--- config.mk ---
export PLATFORM = sky130hd
export DESIGN_NAME = simd_lane_adder
export DESIGN_NICKNAME = d
export VERILOG_FILES = /design/src/rtl/simd_add_pkg.sv /design/src/rtl/simd_seg_add.sv /design/src/rtl/simd_carry_ctrl.sv /design/src/rtl/simd_halve_align.sv /design/src/rtl/simd_lane_adder.sv
export SDC_FILE = /design/constraint.sdc
export NUM_CORES = 1
export LEC_CHECK = 0
export ABC_AREA = 1
export CAP_MARGIN = 15
export CORE_AREA = 2 2 104 106
export DETAILED_ROUTE_END_ITERATION = 10
export DIE_AREA = 0 0 106 108
export GPL_ROUTABILITY_DRIVEN = 0
export GPL_TIMING_DRIVEN = 0
export PLACE_DENSITY_LB_ADDON = 0.1
export SLEW_MARGIN = 20
export SYNTH_ARGS = -nofsm -noshare
export SYNTH_HDL_FRONTEND = slang
export SYNTH_HIERARCHICAL = 1
export SYNTH_SLANG_ARGS = --single-unit
--- constraint.sdc ---
create_clock -name clk -period 8.6 [get_ports clk]
set_input_delay 1.29 -clock clk [delete_from_list [all_inputs] [get_ports clk]]
set_output_delay 1.29 -clock clk [all_outputs]
set_load 0.005 [all_outputs]
--- src/rtl/simd_add_pkg.sv ---
// Package simd_add_pkg
// Shared constants and types for the packed lane adder.
// Assumes the word splits evenly into segments, and a wide lane is two segments.
package simd_add_pkg;
    localparam int unsigned SEG_W_DEF  = 8;
    localparam int unsigned WORD_W_DEF = 32;

    typedef enum logic {
        WIDTH_NARROW = 1'b0,
        WIDTH_WIDE   = 1'b1
    } lane_width_e;

    typedef enum logic {
        ARITH_WRAP  = 1'b0,
        ARITH_HALVE = 1'b1
    } arith_e;
endpackage

--- src/rtl/simd_seg_add.sv ---
// Module simd_seg_add
// One segment-wide adder slice with a carry-in. It returns the low sum bits,
// the carry-out and the sign-extension bit of the signed (SEG_W+1)-bit sum.
// Assumes: purely combinational; the caller decides whether the carry-in is live.
module simd_seg_add #(
    parameter int unsigned SEG_W = 8
) (
    input  logic [SEG_W-1:0] a,
    input  logic [SEG_W-1:0] b,
    input  logic             cin,
    output logic [SEG_W-1:0] sum,
    output logic             cout,
    output logic             ext
);
    logic [SEG_W:0] full;

    // Unsigned add of the slice, one spare bit for the carry-out
    always_comb begin
        full = {1'b0, a} + {1'b0, b} + {{SEG_W{1'b0}}, cin};
        sum  = full[SEG_W-1:0];
        cout = full[SEG_W];
        ext  = a[SEG_W-1] ^ b[SEG_W-1] ^ full[SEG_W];
    end
endmodule

--- src/rtl/simd_carry_ctrl.sv ---
// Module simd_carry_ctrl
// Decides where lanes start and stop. A segment may take the carry of the
// segment below only inside a wide lane. A segment is a lane top when its
// MSB is a lane sign bit.
// Assumes: NSEG is even; a wide lane is segments {2j+1, 2j}.
module simd_carry_ctrl #(
    parameter int unsigned NSEG = 4
) (
    input  logic            wide,
    output logic [NSEG-1:0] chain_en,
    output logic [NSEG-1:0] lane_top
);
    for (genvar k = 0; k < NSEG; k++) begin : g_seg
        if (k % 2 == 1) begin : g_odd
            // Upper half of a wide lane: chain in when wide, always a top
            always_comb begin
                chain_en[k] = wide;
                lane_top[k] = 1'b1;
            end
        end else begin : g_even
            // Lower half or own lane: never chains in, top only in narrow mode
            always_comb begin
                chain_en[k] = 1'b0;
                lane_top[k] = ~wide;
            end
        end
    end
endmodule

--- src/rtl/simd_halve_align.sv ---
// Module simd_halve_align
// Builds the output word from the segment sums. In wrap mode the sums pass
// straight through. In halving mode every segment shifts right by one. The
// bit shifted in is either the next segment's bit 0 (same lane) or the
// sign-extension bit of the lane sum (lane top).
// Assumes: sums and ext flags come from one consistent carry chain.
module simd_halve_align #(
    parameter int unsigned SEG_W = 8,
    parameter int unsigned NSEG  = 4
) (
    input  logic [NSEG*SEG_W-1:0] seg_sum,
    input  logic [NSEG-1:0]       seg_ext,
    input  logic [NSEG-1:0]       lane_top,
    input  logic                  halve,
    output logic [NSEG*SEG_W-1:0] word
);
    for (genvar k = 0; k < NSEG; k++) begin : g_seg
        logic fill;
        if (k == NSEG - 1) begin : g_last
            // Highest segment is always a lane top
            always_comb fill = seg_ext[k];
        end else begin : g_mid
            // Pick lane sign or the next segment's low bit
            always_comb fill = lane_top[k] ? seg_ext[k] : seg_sum[(k+1)*SEG_W];
        end
        // Select the shifted or plain slice for this segment
        always_comb begin
            if (halve)
                word[k*SEG_W +: SEG_W] = {fill, seg_sum[k*SEG_W+1 +: SEG_W-1]};
            else
                word[k*SEG_W +: SEG_W] = seg_sum[k*SEG_W +: SEG_W];
        end
    end
endmodule

--- src/rtl/simd_lane_adder.sv ---
// Module simd_lane_adder (top)
// Packed signed lane adder. It has narrow lanes of SEG_W bits or wide lanes of
// 2*SEG_W bits, and a wrap or halving add. The output register is written only
// when in_valid and cond_pass are both high.
// Assumes: all controls are sampled together with in_valid; synchronous
// active-low reset.
module simd_lane_adder
    import simd_add_pkg::*;
#(
    parameter int unsigned WORD_W = WORD_W_DEF,
    parameter int unsigned SEG_W  = SEG_W_DEF
) (
    input  logic              clk,
    input  logic              rst_n,
    input  logic [WORD_W-1:0] op_a,
    input  logic [WORD_W-1:0] op_b,
    input  logic              lane16,
    input  logic              halve,
    input  logic              cond_pass,
    input  logic              in_valid,
    output logic [WORD_W-1:0] result,
    output logic              wr_en
);
    localparam int unsigned NSEG = WORD_W / SEG_W;

    lane_width_e     width_sel;
    arith_e          arith_sel;
    logic [NSEG-1:0] chain_en;
    logic [NSEG-1:0] lane_top;
    logic [NSEG-1:0] seg_cin;
    logic [NSEG-1:0] seg_cout;
    logic [NSEG-1:0] seg_ext;
    logic [WORD_W-1:0] seg_sum;
    logic [WORD_W-1:0] next_word;
    logic              commit;

    // Map raw controls onto the package enums
    always_comb begin
        width_sel = lane_width_e'(lane16);
        arith_sel = arith_e'(halve);
        commit    = in_valid & cond_pass;
    end

    simd_carry_ctrl #(.NSEG(NSEG)) u_ctrl (
        .wide     (width_sel == WIDTH_WIDE),
        .chain_en (chain_en),
        .lane_top (lane_top)
    );

    for (genvar k = 0; k < NSEG; k++) begin : g_seg
        if (k == 0) begin : g_first
            // Bottom segment never receives a carry
            always_comb seg_cin[k] = 1'b0;
        end else begin : g_rest
            // Carry passes only inside a wide lane
            always_comb seg_cin[k] = chain_en[k] & seg_cout[k-1];
        end
        simd_seg_add #(.SEG_W(SEG_W)) u_add (
            .a    (op_a[k*SEG_W +: SEG_W]),
            .b    (op_b[k*SEG_W +: SEG_W]),
            .cin  (seg_cin[k]),
            .sum  (seg_sum[k*SEG_W +: SEG_W]),
            .cout (seg_cout[k]),
            .ext  (seg_ext[k])
        );
    end

    simd_halve_align #(.SEG_W(SEG_W), .NSEG(NSEG)) u_align (
        .seg_sum  (seg_sum),
        .seg_ext  (seg_ext),
        .lane_top (lane_top),
        .halve    (arith_sel == ARITH_HALVE),
        .word     (next_word)
    );

    // Output register: load on a committed operation, hold otherwise
    always_ff @(posedge clk) begin
        if (!rst_n) begin
            result <= '0;
            wr_en  <= 1'b0;
        end else begin
            wr_en <= commit;
            if (commit) result <= next_word;
        end
    end


    no_spurious_write_chk: assert property (@(posedge clk) disable iff (!rst_n)
        wr_en |-> $past(in_valid && cond_pass));


    write_follows_issue_chk: assert property (@(posedge clk) disable iff (!rst_n)
        ($past(rst_n) && $past(in_valid && cond_pass)) |-> wr_en);


    hold_when_idle_chk: assert property (@(posedge clk) disable iff (!rst_n)
        !$past(in_valid && cond_pass) |-> $stable(result));

    for (genvar k = 0; k < NSEG; k++) begin : g_chk

        lane_isolation_chk: assert property (@(posedge clk) disable iff (!rst_n)
            (wr_en && !$past(halve) && ((k % 2 == 0) || !$past(lane16)))
            |-> result[k*SEG_W] == $past(op_a[k*SEG_W] ^ op_b[k*SEG_W]));


        no_overflow_chk: assert property (@(posedge clk) disable iff (!rst_n)
            (wr_en && $past(halve) && ((k % 2 == 1) || !$past(lane16))
             && $past(op_a[k*SEG_W+SEG_W-1] == op_b[k*SEG_W+SEG_W-1]))
            |-> result[k*SEG_W+SEG_W-1] == $past(op_a[k*SEG_W+SEG_W-1]));
    end
endmodule

==> reports/metrics.cfg <==
[power]
worst_ir_drop_vdd_mv = 0.0607
total_leakage_power_uw = 0.00266
power-per-cell-area_nw_per_um2 = 120

[sta]
layout_min_cycle_time_ns = 4.44
hold_viol_final = 0
rsz_0062_raised_after_global_routing = no
finalCritPeriodShare_pct = 51.6
finClkSkew_ns = 0
slew_viol_final = 0
fin_setup_tns_ns = 0
finalSetupViolations = 0
worst_hold_slack_ns = 0.512
clock.fmax_mhz = 225

[floorplanning]
total_core_area_um2 = 10200
initial_utilization_pct = 34.6
placement_rows = 37
top_level_ports = 103
dieHeight_um = 108
floorplan.die_area_um2 = 11400
dieWidth_um = 106

[clock_network]
cts_made_buffers = 5
cts-resized-gates = 0
cts.htree.levels = 2
ctsRootBufferMaster = sky130_fd_sc_hd__clkbuf_8
clock_tree_from_tritoncts = built
cts_hold_repair.buffers = 0
clk_latency_ns = 0.29
clk_pin_slew_worst_paths_ns = 0.08
ctsLongestPathBuffers = 2
cts.sinks = 33
postCtsSetupRepairBufs = 0

[routing]
detailroute.via_count = 3652
drt_first_iter_violations = 64
route.detailed.drc = 0
finalWirelength_mm = 8.27
viasPerCell = 4.27
detail_route.wl_per_cell_um = 9.66
antenna_left = 0
drt_pass1_iterations = 4

[hold_path]
min-delay-path-class = flop to flop
worst_case_hold_path_end_point = result[27]
hold_path_depth = 4
min_from = result[27]

[setup_path]
worst_r2r_endpoint = result[10]
flop2flop_setup_slack_ns = 7.95
critPathLaunch = op_a[16]
timing.critical_path.to_type = flop
rr_startpoint = result[10]
timing.critical_path.required_ns = 8.83
criticalPathCategory = primary input to flop
worst-path-max-fanout = 3
timing.reg2reg.worst_path_depth = 4
cp_data_arrival_time_ns = 4.67
start_kind = primary input

[placement]
io_buffer_count = 100
placed_cells = 848
detailedPlacementHpwl_mm = 6.84

[final_layout]
antennaDiodeCount = 0
final_core_util_pct = 47.2
final_cells = 856
final_nets = 825
final.fill_count = 1120
layout-drive-gt1-share_pct = 8.19
area_growth_syn_to_layout_pct = 36.5

[grt]
grt_max_degree = 12
globalRoute.totalOverflow = 0
grt_pass1_wl_mm = 14.3
first_global_vias = 3377
gr-usage-all-layers_pct = 15.0
number_of_antenna_violations_at_the_first_check_in_global_routing = 0

[job]
drv_cap = 0

[yosys]
synth.net_count = 718
area_of_the_mapped_netlist_um2 = 3540
synth_cells = 612
syn_area_per_cell_um2 = 5.78
yosysWarningCount = 6

[run_status]
run_status = complete, no violations

-- how the worst max path moves through the flow --
stage,to,depth (start not counted)
floorplan,result[15],22
global placement,result[29],20
detailed placement,result[15],23
CTS,result[29],20
global route,result[29],20
finish,result[29],20
-- power breakdown --
group / internal (uW) / switching (uW)
logic: 122 / 130
clock network: 94.3 / 62.9
registers: 164 / 6.03
total: 381 / 199
-- layer usage --
metal	share of wire, %	GRT usage, %	vias up
met1	47	18.6	1573
li1	-	-	2015
met4	0.74	3.10	0
met3	4.1	2.59	5
met2	48	27.4	59
met5	0	0	-
-- stage by stage --
stage	power [uW]	cell area (um2)	setup slack, ns
CTS	589	4830	4.14
detailed placement	429	4710	3.86
finish	580	4830	4.16
floorplan	338	3540	4.50
global route	632	4830	3.91
global placement	426	4710	3.83
-- cell usage in the layout (no fill, tap or decap), types with 8 or more instances in the layout --
cell type                           n
sky130_fd_sc_hd__fa_1               8
sky130_fd_sc_hd__nor2_1            76
sky130_fd_sc_hd__clkdlybuf4s50_1  100
sky130_fd_sc_hd__buf_4              8
sky130_fd_sc_hd__ha_1              28
sky130_fd_sc_hd__nand2_2           15
sky130_fd_sc_hd__buf_2              9
sky130_fd_sc_hd__nand2_1          258
sky130_fd_sc_hd__nand3_1           24
sky130_fd_sc_hd__dfxtp_1           33
sky130_fd_sc_hd__inv_1             94
-- registers in the layout, indices dropped and copies added, names as in the netlist --
name,cells
result,32
wr_en,1
-- layout make-up --
cell class | count | area (um2) | area share, %
inverters | 95 | 357 | 7.39
multi-input cells | 461 | 2350 | 48.6
repair buffers | 100 | 1000 | 20.7
clock buffers | 6 | 82.6 | 1.71
plain buffers | 23 | 173 | 3.58
flip-flops and latches | 33 | 661 | 13.7
clock inverters | 2 | 37.5 | 0.778
well taps | 136 | 170 | 3.53
-- critical path, cell delays in order --
cell and delay (ns):
sky130_fd_sc_hd__clkdlybuf4s50_1 0.43, sky130_fd_sc_hd__fa_1 0.47, sky130_fd_sc_hd__fa_1 0.42, sky130_fd_sc_hd__nand2_1 0.10
sky130_fd_sc_hd__nand2_2 0.07, sky130_fd_sc_hd__nand3_2 0.09, sky130_fd_sc_hd__nand2_2 0.07, sky130_fd_sc_hd__nand2_1 0.06
sky130_fd_sc_hd__inv_1 0.05, sky130_fd_sc_hd__fa_1 0.41, sky130_fd_sc_hd__fa_1 0.42, sky130_fd_sc_hd__nand2_1 0.10
sky130_fd_sc_hd__nand2_2 0.07, sky130_fd_sc_hd__nand3b_1 0.11, sky130_fd_sc_hd__nand3_1 0.07, sky130_fd_sc_hd__nand2_1 0.08
sky130_fd_sc_hd__inv_1 0.05, sky130_fd_sc_hd__o21ai_0 0.17, sky130_fd_sc_hd__nor2_1 0.07, sky130_fd_sc_hd__nor2_1 0.09
Note: power is estimated with default switching activity, not from simulation.
